[src/rtl/ifg_pkg.sv]
package ifg_pkg;
  // action chosen by the packer for the current cycle
  typedef enum logic [1:0] {
    ACT_NONE,   // nothing changes
    ACT_CLOSE,  // emit the pending group, input not consumed
    ACT_APPEND, // consume input into the pending group
    ACT_SEAL    // consume input and emit the merged group
  } ifg_act_e;
endpackage

[src/rtl/ifg_rst_sync.sv]
module ifg_rst_sync (
  input  logic clk,
  input  logic rst_n,
  output logic rst_sync_n
);
  logic [1:0] sync_q;

  always_ff @(posedge clk or negedge rst_n) begin
    if (!rst_n) sync_q <= 2'b00;
    else        sync_q <= {sync_q[0], 1'b1};
  end

  assign rst_sync_n = sync_q[1];
endmodule

[src/rtl/ifg_pack.sv]
module ifg_pack
  import ifg_pkg::*;
#(
  parameter int SLOTS = 5,
  parameter int TAGW  = 8,
  parameter int CW    = 3
) (
  input  logic [CW-1:0]         acc_cnt,
  input  logic [SLOTS-1:0]      acc_ops,
  input  logic [SLOTS*TAGW-1:0] acc_tags,
  input  logic [TAGW-1:0]       acc_first,
  input  logic                  in_valid,
  input  logic [CW-1:0]         in_ops,
  input  logic                  in_branch,
  input  logic                  in_fixreg,
  input  logic                  in_serial,
  input  logic [TAGW-1:0]       in_tag,
  input  logic                  out_free,
  output logic                  in_ready,
  output ifg_act_e              act,
  output logic                  emit,
  output logic [SLOTS-1:0]      grp_ops,
  output logic [SLOTS*TAGW-1:0] grp_tags,
  output logic [TAGW-1:0]       grp_first,
  output logic [CW-1:0]         nxt_cnt,
  output logic [SLOTS-1:0]      nxt_ops,
  output logic [SLOTS*TAGW-1:0] nxt_tags,
  output logic [TAGW-1:0]       nxt_first
);
  localparam int NB = SLOTS - 1;
  localparam int SW = SLOTS * TAGW;

  logic [CW-1:0]    n_eff;
  logic [CW:0]      sum;
  logic             busy, fits, need_close, seal_in;
  logic [SLOTS-1:0] mrg_ops;
  logic [SW-1:0]    mrg_tags;
  logic [TAGW-1:0]  mrg_first;

  // clamp of the operation count
  always_comb begin
    if (in_ops == '0)          n_eff = CW'(1);
    else if (int'(in_ops) > NB) n_eff = CW'(NB);
    else                       n_eff = in_ops;
  end

  assign busy       = (acc_cnt != '0);
  assign sum        = {1'b0, acc_cnt} + {1'b0, n_eff};
  assign fits       = (int'(sum) <= NB);
  assign need_close = in_valid && busy && (in_serial || (!in_branch && !fits));
  assign in_ready   = out_free && !need_close;
  assign seal_in    = in_branch || in_fixreg || in_serial;

  // merge of the offered record into the pending group
  always_comb begin
    mrg_ops   = acc_ops;
    mrg_tags  = acc_tags;
    mrg_first = busy ? acc_first : in_tag;
    if (in_branch) begin
      mrg_ops[NB]                = 1'b1;
      mrg_tags[NB*TAGW +: TAGW]  = in_tag;
    end else begin
      for (int i = 0; i < NB; i++) begin
        if (i >= int'(acc_cnt) && i < int'(sum)) begin
          mrg_ops[i]               = 1'b1;
          mrg_tags[i*TAGW +: TAGW] = in_tag;
        end
      end
    end
  end

  always_comb begin
    if (!out_free)      act = ACT_NONE;
    else if (need_close) act = ACT_CLOSE;
    else if (in_valid)  act = seal_in ? ACT_SEAL : ACT_APPEND;
    else if (busy)      act = ACT_CLOSE;
    else                act = ACT_NONE;
  end

  always_comb begin
    emit      = (act == ACT_CLOSE) || (act == ACT_SEAL);
    grp_ops   = (act == ACT_CLOSE) ? acc_ops   : mrg_ops;
    grp_tags  = (act == ACT_CLOSE) ? acc_tags  : mrg_tags;
    grp_first = (act == ACT_CLOSE) ? acc_first : mrg_first;
    nxt_cnt   = '0;
    nxt_ops   = '0;
    nxt_tags  = '0;
    nxt_first = '0;
    case (act)
      ACT_NONE: begin
        nxt_cnt   = acc_cnt;
        nxt_ops   = acc_ops;
        nxt_tags  = acc_tags;
        nxt_first = acc_first;
      end
      ACT_APPEND: begin
        nxt_cnt   = sum[CW-1:0];
        nxt_ops   = mrg_ops;
        nxt_tags  = mrg_tags;
        nxt_first = mrg_first;
      end
      default: ;
    endcase
  end
endmodule

[src/rtl/ifg_acc.sv]
module ifg_acc #(
  parameter int SLOTS = 5,
  parameter int TAGW  = 8,
  parameter int CW    = 3
) (
  input  logic                  clk,
  input  logic                  rst_n,
  input  logic                  en,
  input  logic [CW-1:0]         nxt_cnt,
  input  logic [SLOTS-1:0]      nxt_ops,
  input  logic [SLOTS*TAGW-1:0] nxt_tags,
  input  logic [TAGW-1:0]       nxt_first,
  output logic [CW-1:0]         cnt_q,
  output logic [SLOTS-1:0]      ops_q,
  output logic [SLOTS*TAGW-1:0] tags_q,
  output logic [TAGW-1:0]       first_q
);
  localparam int NB = SLOTS - 1;

  always_ff @(posedge clk or negedge rst_n) begin
    if (!rst_n) begin
      cnt_q   <= '0;
      ops_q   <= '0;
      tags_q  <= '0;
      first_q <= '0;
    end else if (en) begin
      cnt_q   <= nxt_cnt;
      ops_q   <= nxt_ops;
      tags_q  <= nxt_tags;
      first_q <= nxt_first;
    end
  end


  acc_bound_chk: assert property (@(posedge clk) disable iff (!rst_n)
    int'(cnt_q) <= NB);


  acc_no_last_slot_chk: assert property (@(posedge clk) disable iff (!rst_n)
    !ops_q[NB] && ((cnt_q == '0) -> (ops_q == '0)));
endmodule

[src/rtl/ifg_hold.sv]
module ifg_hold #(
  parameter int SLOTS = 5,
  parameter int TAGW  = 8
) (
  input  logic                  clk,
  input  logic                  rst_n,
  input  logic                  emit,
  input  logic [SLOTS-1:0]      grp_ops,
  input  logic [SLOTS*TAGW-1:0] grp_tags,
  input  logic [TAGW-1:0]       grp_first,
  input  logic                  res_ok,
  output logic                  out_free,
  output logic                  out_valid,
  output logic [SLOTS-1:0]      out_ops,
  output logic [SLOTS*TAGW-1:0] out_tags,
  output logic [TAGW-1:0]       out_first
);
  localparam int NB = SLOTS - 1;

  logic en, vld_d;

  assign out_free = !out_valid || res_ok;
  assign en       = emit || (out_valid && res_ok);
  assign vld_d    = emit;

  always_ff @(posedge clk or negedge rst_n) begin
    if (!rst_n) out_valid <= 1'b0;
    else if (en) out_valid <= vld_d;
  end

  always_ff @(posedge clk or negedge rst_n) begin
    if (!rst_n) begin
      out_ops   <= '0;
      out_tags  <= '0;
      out_first <= '0;
    end else if (emit) begin
      out_ops   <= grp_ops;
      out_tags  <= grp_tags;
      out_first <= grp_first;
    end
  end


  hold_stall_chk: assert property (@(posedge clk) disable iff (!rst_n)
    out_valid && !res_ok |=> out_valid && $stable(out_ops) && $stable(out_tags)
                            && $stable(out_first));


  hold_packed_chk: assert property (@(posedge clk) disable iff (!rst_n)
    out_valid |-> (out_ops != '0)
                  && ((out_ops[NB-1:0] & (out_ops[NB-1:0] + 1'b1)) == '0));
endmodule

[src/rtl/ifg_group_former.sv]
module ifg_group_former
  import ifg_pkg::*;
#(
  parameter int SLOTS = 5,
  parameter int TAGW  = 8
) (
  input  logic                       clk,
  input  logic                       rst_n,
  input  logic                       in_valid,
  output logic                       in_ready,
  input  logic [$clog2(SLOTS)-1:0]   in_ops,
  input  logic                       in_branch,
  input  logic                       in_fixreg,
  input  logic                       in_serial,
  input  logic [TAGW-1:0]            in_tag,
  input  logic                       res_ok,
  output logic                       out_valid,
  output logic [SLOTS-1:0]           out_ops,
  output logic [SLOTS*TAGW-1:0]      out_tags,
  output logic [TAGW-1:0]            out_first
);
  localparam int CW = $clog2(SLOTS);
  localparam int SW = SLOTS * TAGW;

  logic             rst_i_n, out_free, emit, acc_en;
  ifg_act_e         act;
  logic [CW-1:0]    acc_cnt, nxt_cnt;
  logic [SLOTS-1:0] acc_ops, nxt_ops, grp_ops;
  logic [SW-1:0]    acc_tags, nxt_tags, grp_tags;
  logic [TAGW-1:0]  acc_first, nxt_first, grp_first;

  ifg_rst_sync i_rst (.clk(clk), .rst_n(rst_n), .rst_sync_n(rst_i_n));

  ifg_pack #(.SLOTS(SLOTS), .TAGW(TAGW), .CW(CW)) i_pack (
    .acc_cnt(acc_cnt), .acc_ops(acc_ops), .acc_tags(acc_tags), .acc_first(acc_first),
    .in_valid(in_valid), .in_ops(in_ops), .in_branch(in_branch), .in_fixreg(in_fixreg),
    .in_serial(in_serial), .in_tag(in_tag), .out_free(out_free), .in_ready(in_ready),
    .act(act), .emit(emit), .grp_ops(grp_ops), .grp_tags(grp_tags), .grp_first(grp_first),
    .nxt_cnt(nxt_cnt), .nxt_ops(nxt_ops), .nxt_tags(nxt_tags), .nxt_first(nxt_first)
  );

  assign acc_en = (act != ACT_NONE);

  ifg_acc #(.SLOTS(SLOTS), .TAGW(TAGW), .CW(CW)) i_acc (
    .clk(clk), .rst_n(rst_i_n), .en(acc_en),
    .nxt_cnt(nxt_cnt), .nxt_ops(nxt_ops), .nxt_tags(nxt_tags), .nxt_first(nxt_first),
    .cnt_q(acc_cnt), .ops_q(acc_ops), .tags_q(acc_tags), .first_q(acc_first)
  );

  ifg_hold #(.SLOTS(SLOTS), .TAGW(TAGW)) i_hold (
    .clk(clk), .rst_n(rst_i_n), .emit(emit), .grp_ops(grp_ops), .grp_tags(grp_tags),
    .grp_first(grp_first), .res_ok(res_ok), .out_free(out_free), .out_valid(out_valid),
    .out_ops(out_ops), .out_tags(out_tags), .out_first(out_first)
  );


  stall_blocks_input_chk: assert property (@(posedge clk) disable iff (!rst_i_n)
    out_valid && !res_ok |-> !in_ready);


  closing_emits_chk: assert property (@(posedge clk) disable iff (!rst_i_n)
    in_valid && in_ready && (in_fixreg || in_branch || in_serial) |=> out_valid);


  serial_alone_chk: assert property (@(posedge clk) disable iff (!rst_i_n)
    in_valid && in_ready && in_serial |=> out_valid && out_first == $past(in_tag));
endmodule

[config.mk]
export PLATFORM = sky130hd
export DESIGN_NAME = ifg_group_former
export DESIGN_NICKNAME = d
export VERILOG_FILES = /design/src/rtl/ifg_pkg.sv /design/src/rtl/ifg_rst_sync.sv /design/src/rtl/ifg_pack.sv /design/src/rtl/ifg_acc.sv /design/src/rtl/ifg_hold.sv /design/src/rtl/ifg_group_former.sv
export SDC_FILE = /design/constraint.sdc
export NUM_CORES = 1
export LEC_CHECK = 0
export ABC_CLOCK_PERIOD_IN_PS = 3300
export BUFFER_PORTS_ARGS = -buffer_cell sky130_fd_sc_hd__buf_2
export CORE_UTILIZATION = 30
export DETAILED_ROUTE_END_ITERATION = 8
export REMOVE_ABC_BUFFERS = 1
export SKIP_CTS_REPAIR_TIMING = 1
export SLEW_MARGIN = 10
export SYNTH_ARGS = -nofsm -noshare
export SYNTH_HDL_FRONTEND = slang
export SYNTH_HIERARCHICAL = 1
export SYNTH_SLANG_ARGS = --single-unit
[constraint.sdc]
create_clock -name clk -period 3.3 [get_ports clk]
set_input_delay 0.495 -clock clk [delete_from_list [all_inputs] [get_ports clk]]
set_output_delay 0.495 -clock clk [all_outputs]
set_load 0.01 [all_outputs]
==> impl_results.md <==
* # fillers at 2000
* Syn avg cell area at about 13 sq um
* Highest Clock Rate at roughly 320 MHz
* Flip-flop and latch count after synthesis at approximately 110
* Sw Ratio at approximately a third
* Final HPWL DP at between 10 and 15 mm
* Crit path time final at between 3 and 4 ns
* Final Max Tran Viols at 0
* Vias/cell at 4.968
* Clk Latency, worst-skew pair at ~0.37 ns
* Core box area at between 0.02 and 0.025 sq mm
* Worst clock skew at around 0.011 ns
* Worst slew pin tran at 0.7258 ns
* Routed len/inst at ~18 um
* Final Core Density at ~36%
* Max Fanout on Critical Path at 8
* Lkg Pwr at 0.003598 uW
* CTS tree: built
* Final hold vios at 0
* Synth area leaders: dfrtp_1 44%, mux2_4 21%, mux2_2 9.1%, nand2_1 2.5%, a22o_1 2.4%
* Netlist cell types at 55
* Finish-stage setup viols at 0
* Max transition margin at 51.62%
* Worst hold margin at around 0.36 ns
* Num Clock Sinks at approximately 110
* Crit path kind: reg2out
* Initial antenna violation count at 2
* Post-route ant nets at 0
* Ys flop type: dfrtp_1
* Combinational Power Share at between 30% and 40%
* Clk network pwr share at between 20 and 30%
* Fraction of layout cells with a size suffix above 1 at between 40% and 50%
* Pwr Density at 552.7 mW/mm^2
* Sw Pwr at between 1000 and 1500 uW
* Longest Clk Path Bufs at 2
* WP data arrival at roughly 2.7 ns
* Die area at 0.02170 sq mm
* Pint at about 2800 uW
* Flop pwr share at a little over two fifths
* Vias in the first global route at 4553
* Die width at 147.3 um
* CTS H-tree lvls at 3
* First-pass GRT wire length at 24.92 mm
* Layout net count at between 500 and 600
* Initial core utilization at roughly 30%
* Mapped Cells at roughly 500
* Drt drc at 0
* Iteration-0 DRC Markers at about 270
* Routability cong. at 0.8240
* RSZ-0062 raised after global routing: no
* Max-Cap Viols at 0
* Clk slew on worst S/H paths at around 0.080 ns
* CP Capture Type: output port
* Area growth syn-to-layout at 15.41%
* Placed insts at about 830
* Total GRT Usage at between 10% and 20%
* Outcome: finished clean
* Site Rows at 52
* Final Power at between 4000 and 5000 uW
* I/O pins at 73
* Finished Layout Cells at between 800 and 900
* Register area share after synthesis at 44.25%
* Yosys warning total at 6
* Global route overflow at 0
* Req. time, crit path at 2.80 ns
* Root buffer cell: clkbuf_16
* Largest net degree at the start of global routing at 60
* TritonRoute pass-1 iters at 6
* Num CTS Buffers at 9
* Yosys top cell area share at between 40 and 50%
* Peak VDD IR at approximately 0.00022 V
* Total wire length at roughly 15 mm
* Type of the worst min-delay path: reg2reg
* Die H at ~150 um
* IO Port Bufs at 72
* Period utilization at between 90% and 100%
* Vias at roughly 4200
* Cell Area, Synth at around 0.0063 sq mm
* Yosys top cell by area: dfrtp_1
* Element type at the critical path start: register
* Post-synth EDFFs at 0
* Async S/R FF share, synth at 100.0%
==> worst max-delay path: stages (launching register included) <==
cell	delay (ns)
dfrtp_2	0.44
ha_1	0.20
inv_1	0.06
fa_1	0.51
nand2b_1	0.13
a221oi_4	0.33
buf_4	0.16
o21bai_1	0.06
a31oi_2	0.24
buf_2	0.17
==> power by group through the flow <==
stage               sequential, uW  clock [uW]  combinational [uW]
floorplan                     1820           0                 751
global placement              1760           0                1250
detailed placement            1770           0                1260
CTS                           1740        1080                1270
global route                  1770        1140                1350
finish                        1740        1050                1260
==> cells in the final DEF, fill, tap and decap left out, types with 9 or more instances in the layout <==
| master | count |
|---|---|
| nor2_1 | 18 |
| a32o_1 | 10 |
| a21oi_1 | 13 |
| buf_2 | 72 |
| o21ai_0 | 14 |
| clkbuf_16 | 9 |
| dfrtp_1 | 110 |
| buf_4 | 20 |
| mux2_2 | 51 |
| and2_1 | 9 |
| mux2_4 | 89 |
| nand2_1 | 42 |
| a22o_1 | 17 |
==> flip-flops by register name (all words and copies together), names as in the netlist <==
signal            cells
i_acc/ops_q           5
i_hold/out_tags      40
i_acc/first_q         8
i_acc/cnt_q           3
i_hold/out_first      8
i_hold/out_ops        5
i_acc/tags_q         40
i_hold/out_valid      1
i_rst/sync_q          2
==> cells in the mapped netlist (all sizes together), types with 3 or more instances <==
cell type and instances:
nand2 42, dfrtp 112, a21oi 17, nor2 19
ha 3, mux2 141, a22o 17, or2 4
and2 9, o22ai 3, a22oi 7, a32o 10
a21o 3, nor2b 3, nand2b 7, inv 9
nand3 7, clkbuf 6, nor3 5, buf 25
o21ai 20
==> per-layer routing <==
| layer | part of all wire (%) | wire length, um | vias to the layer above | GRT usage (%) |
|---|---|---|---|---|
| li1 | - | - | 1947 | - |
| met1 | 46 | 7099 | 2130 | 19.66 |
| met2 | 47 | 7291 | 94 | 23.94 |
| met3 | 4.9 | 751 | 20 | 2.857 |
| met4 | 1.3 | 201 | 2 | 5.361 |
| met5 | 0.065 | 10 | - | 0 |
==> worst paths after layout <==
kind	from	endpoint	slack, ns	cells past startpoint
worst max-delay path	i_acc/cnt_q[0]	in_ready	0.16	9
worst min-delay path	i_rst/sync_q[0]	i_rst/sync_q[1]	0.36	0
worst max register to register	i_acc/cnt_q[0]	i_hold/out_tags[19]	0.23	10
worst min register to register	i_rst/sync_q[0]	i_rst/sync_q[1]	0.36	0
max in group asynchronous	i_rst/sync_q[1]	i_acc/cnt_q[0]	2.13	1
min in group asynchronous	i_rst/sync_q[1]	i_hold/out_tags[35]	0.38	0
==> cell families after synthesis <==
family | synth area share [%]
simple gates | 7.408
xor+xnor | 0.2569
compound gates | 12.11
fa+ha+maj | 0.9088
other cells | 0.05921
mux | 30.34
buf+inv | 4.662
flops | 44.25
==> metrics by stage <==
stage	setup WS, ns	area (sq um)	setup TNS [ns]
2_1_floorplan	-2.095	6072	-126.77
3_3_place_gp	-0.04649	6998	-0.3578
3_5_place_dp	-0.09333	6998	-2.079
4_1_cts	-0.08985	7271	-0.08985
5_1_grt	0.02328	7310	0
6_report	0.1579	7310	0
==> layout make-up <==
class / count / area, sq um / area share [%]
diodes: 1 / 2.502 / 0.03423
clock buffers: 10 / 229.0 / 3.132
clock inverters: 6 / 43.79 / 0.5991
inverters: 9 / 35.03 / 0.4793
multi-input cells: 339 / 3253 / 44.51
flip-flops and latches: 112 / 2808 / 38.41
well taps: 270 / 337.8 / 4.622
repair buffers: 97 / 600.6 / 8.216
No activity file was read; power rests on OpenSTA's default activity.
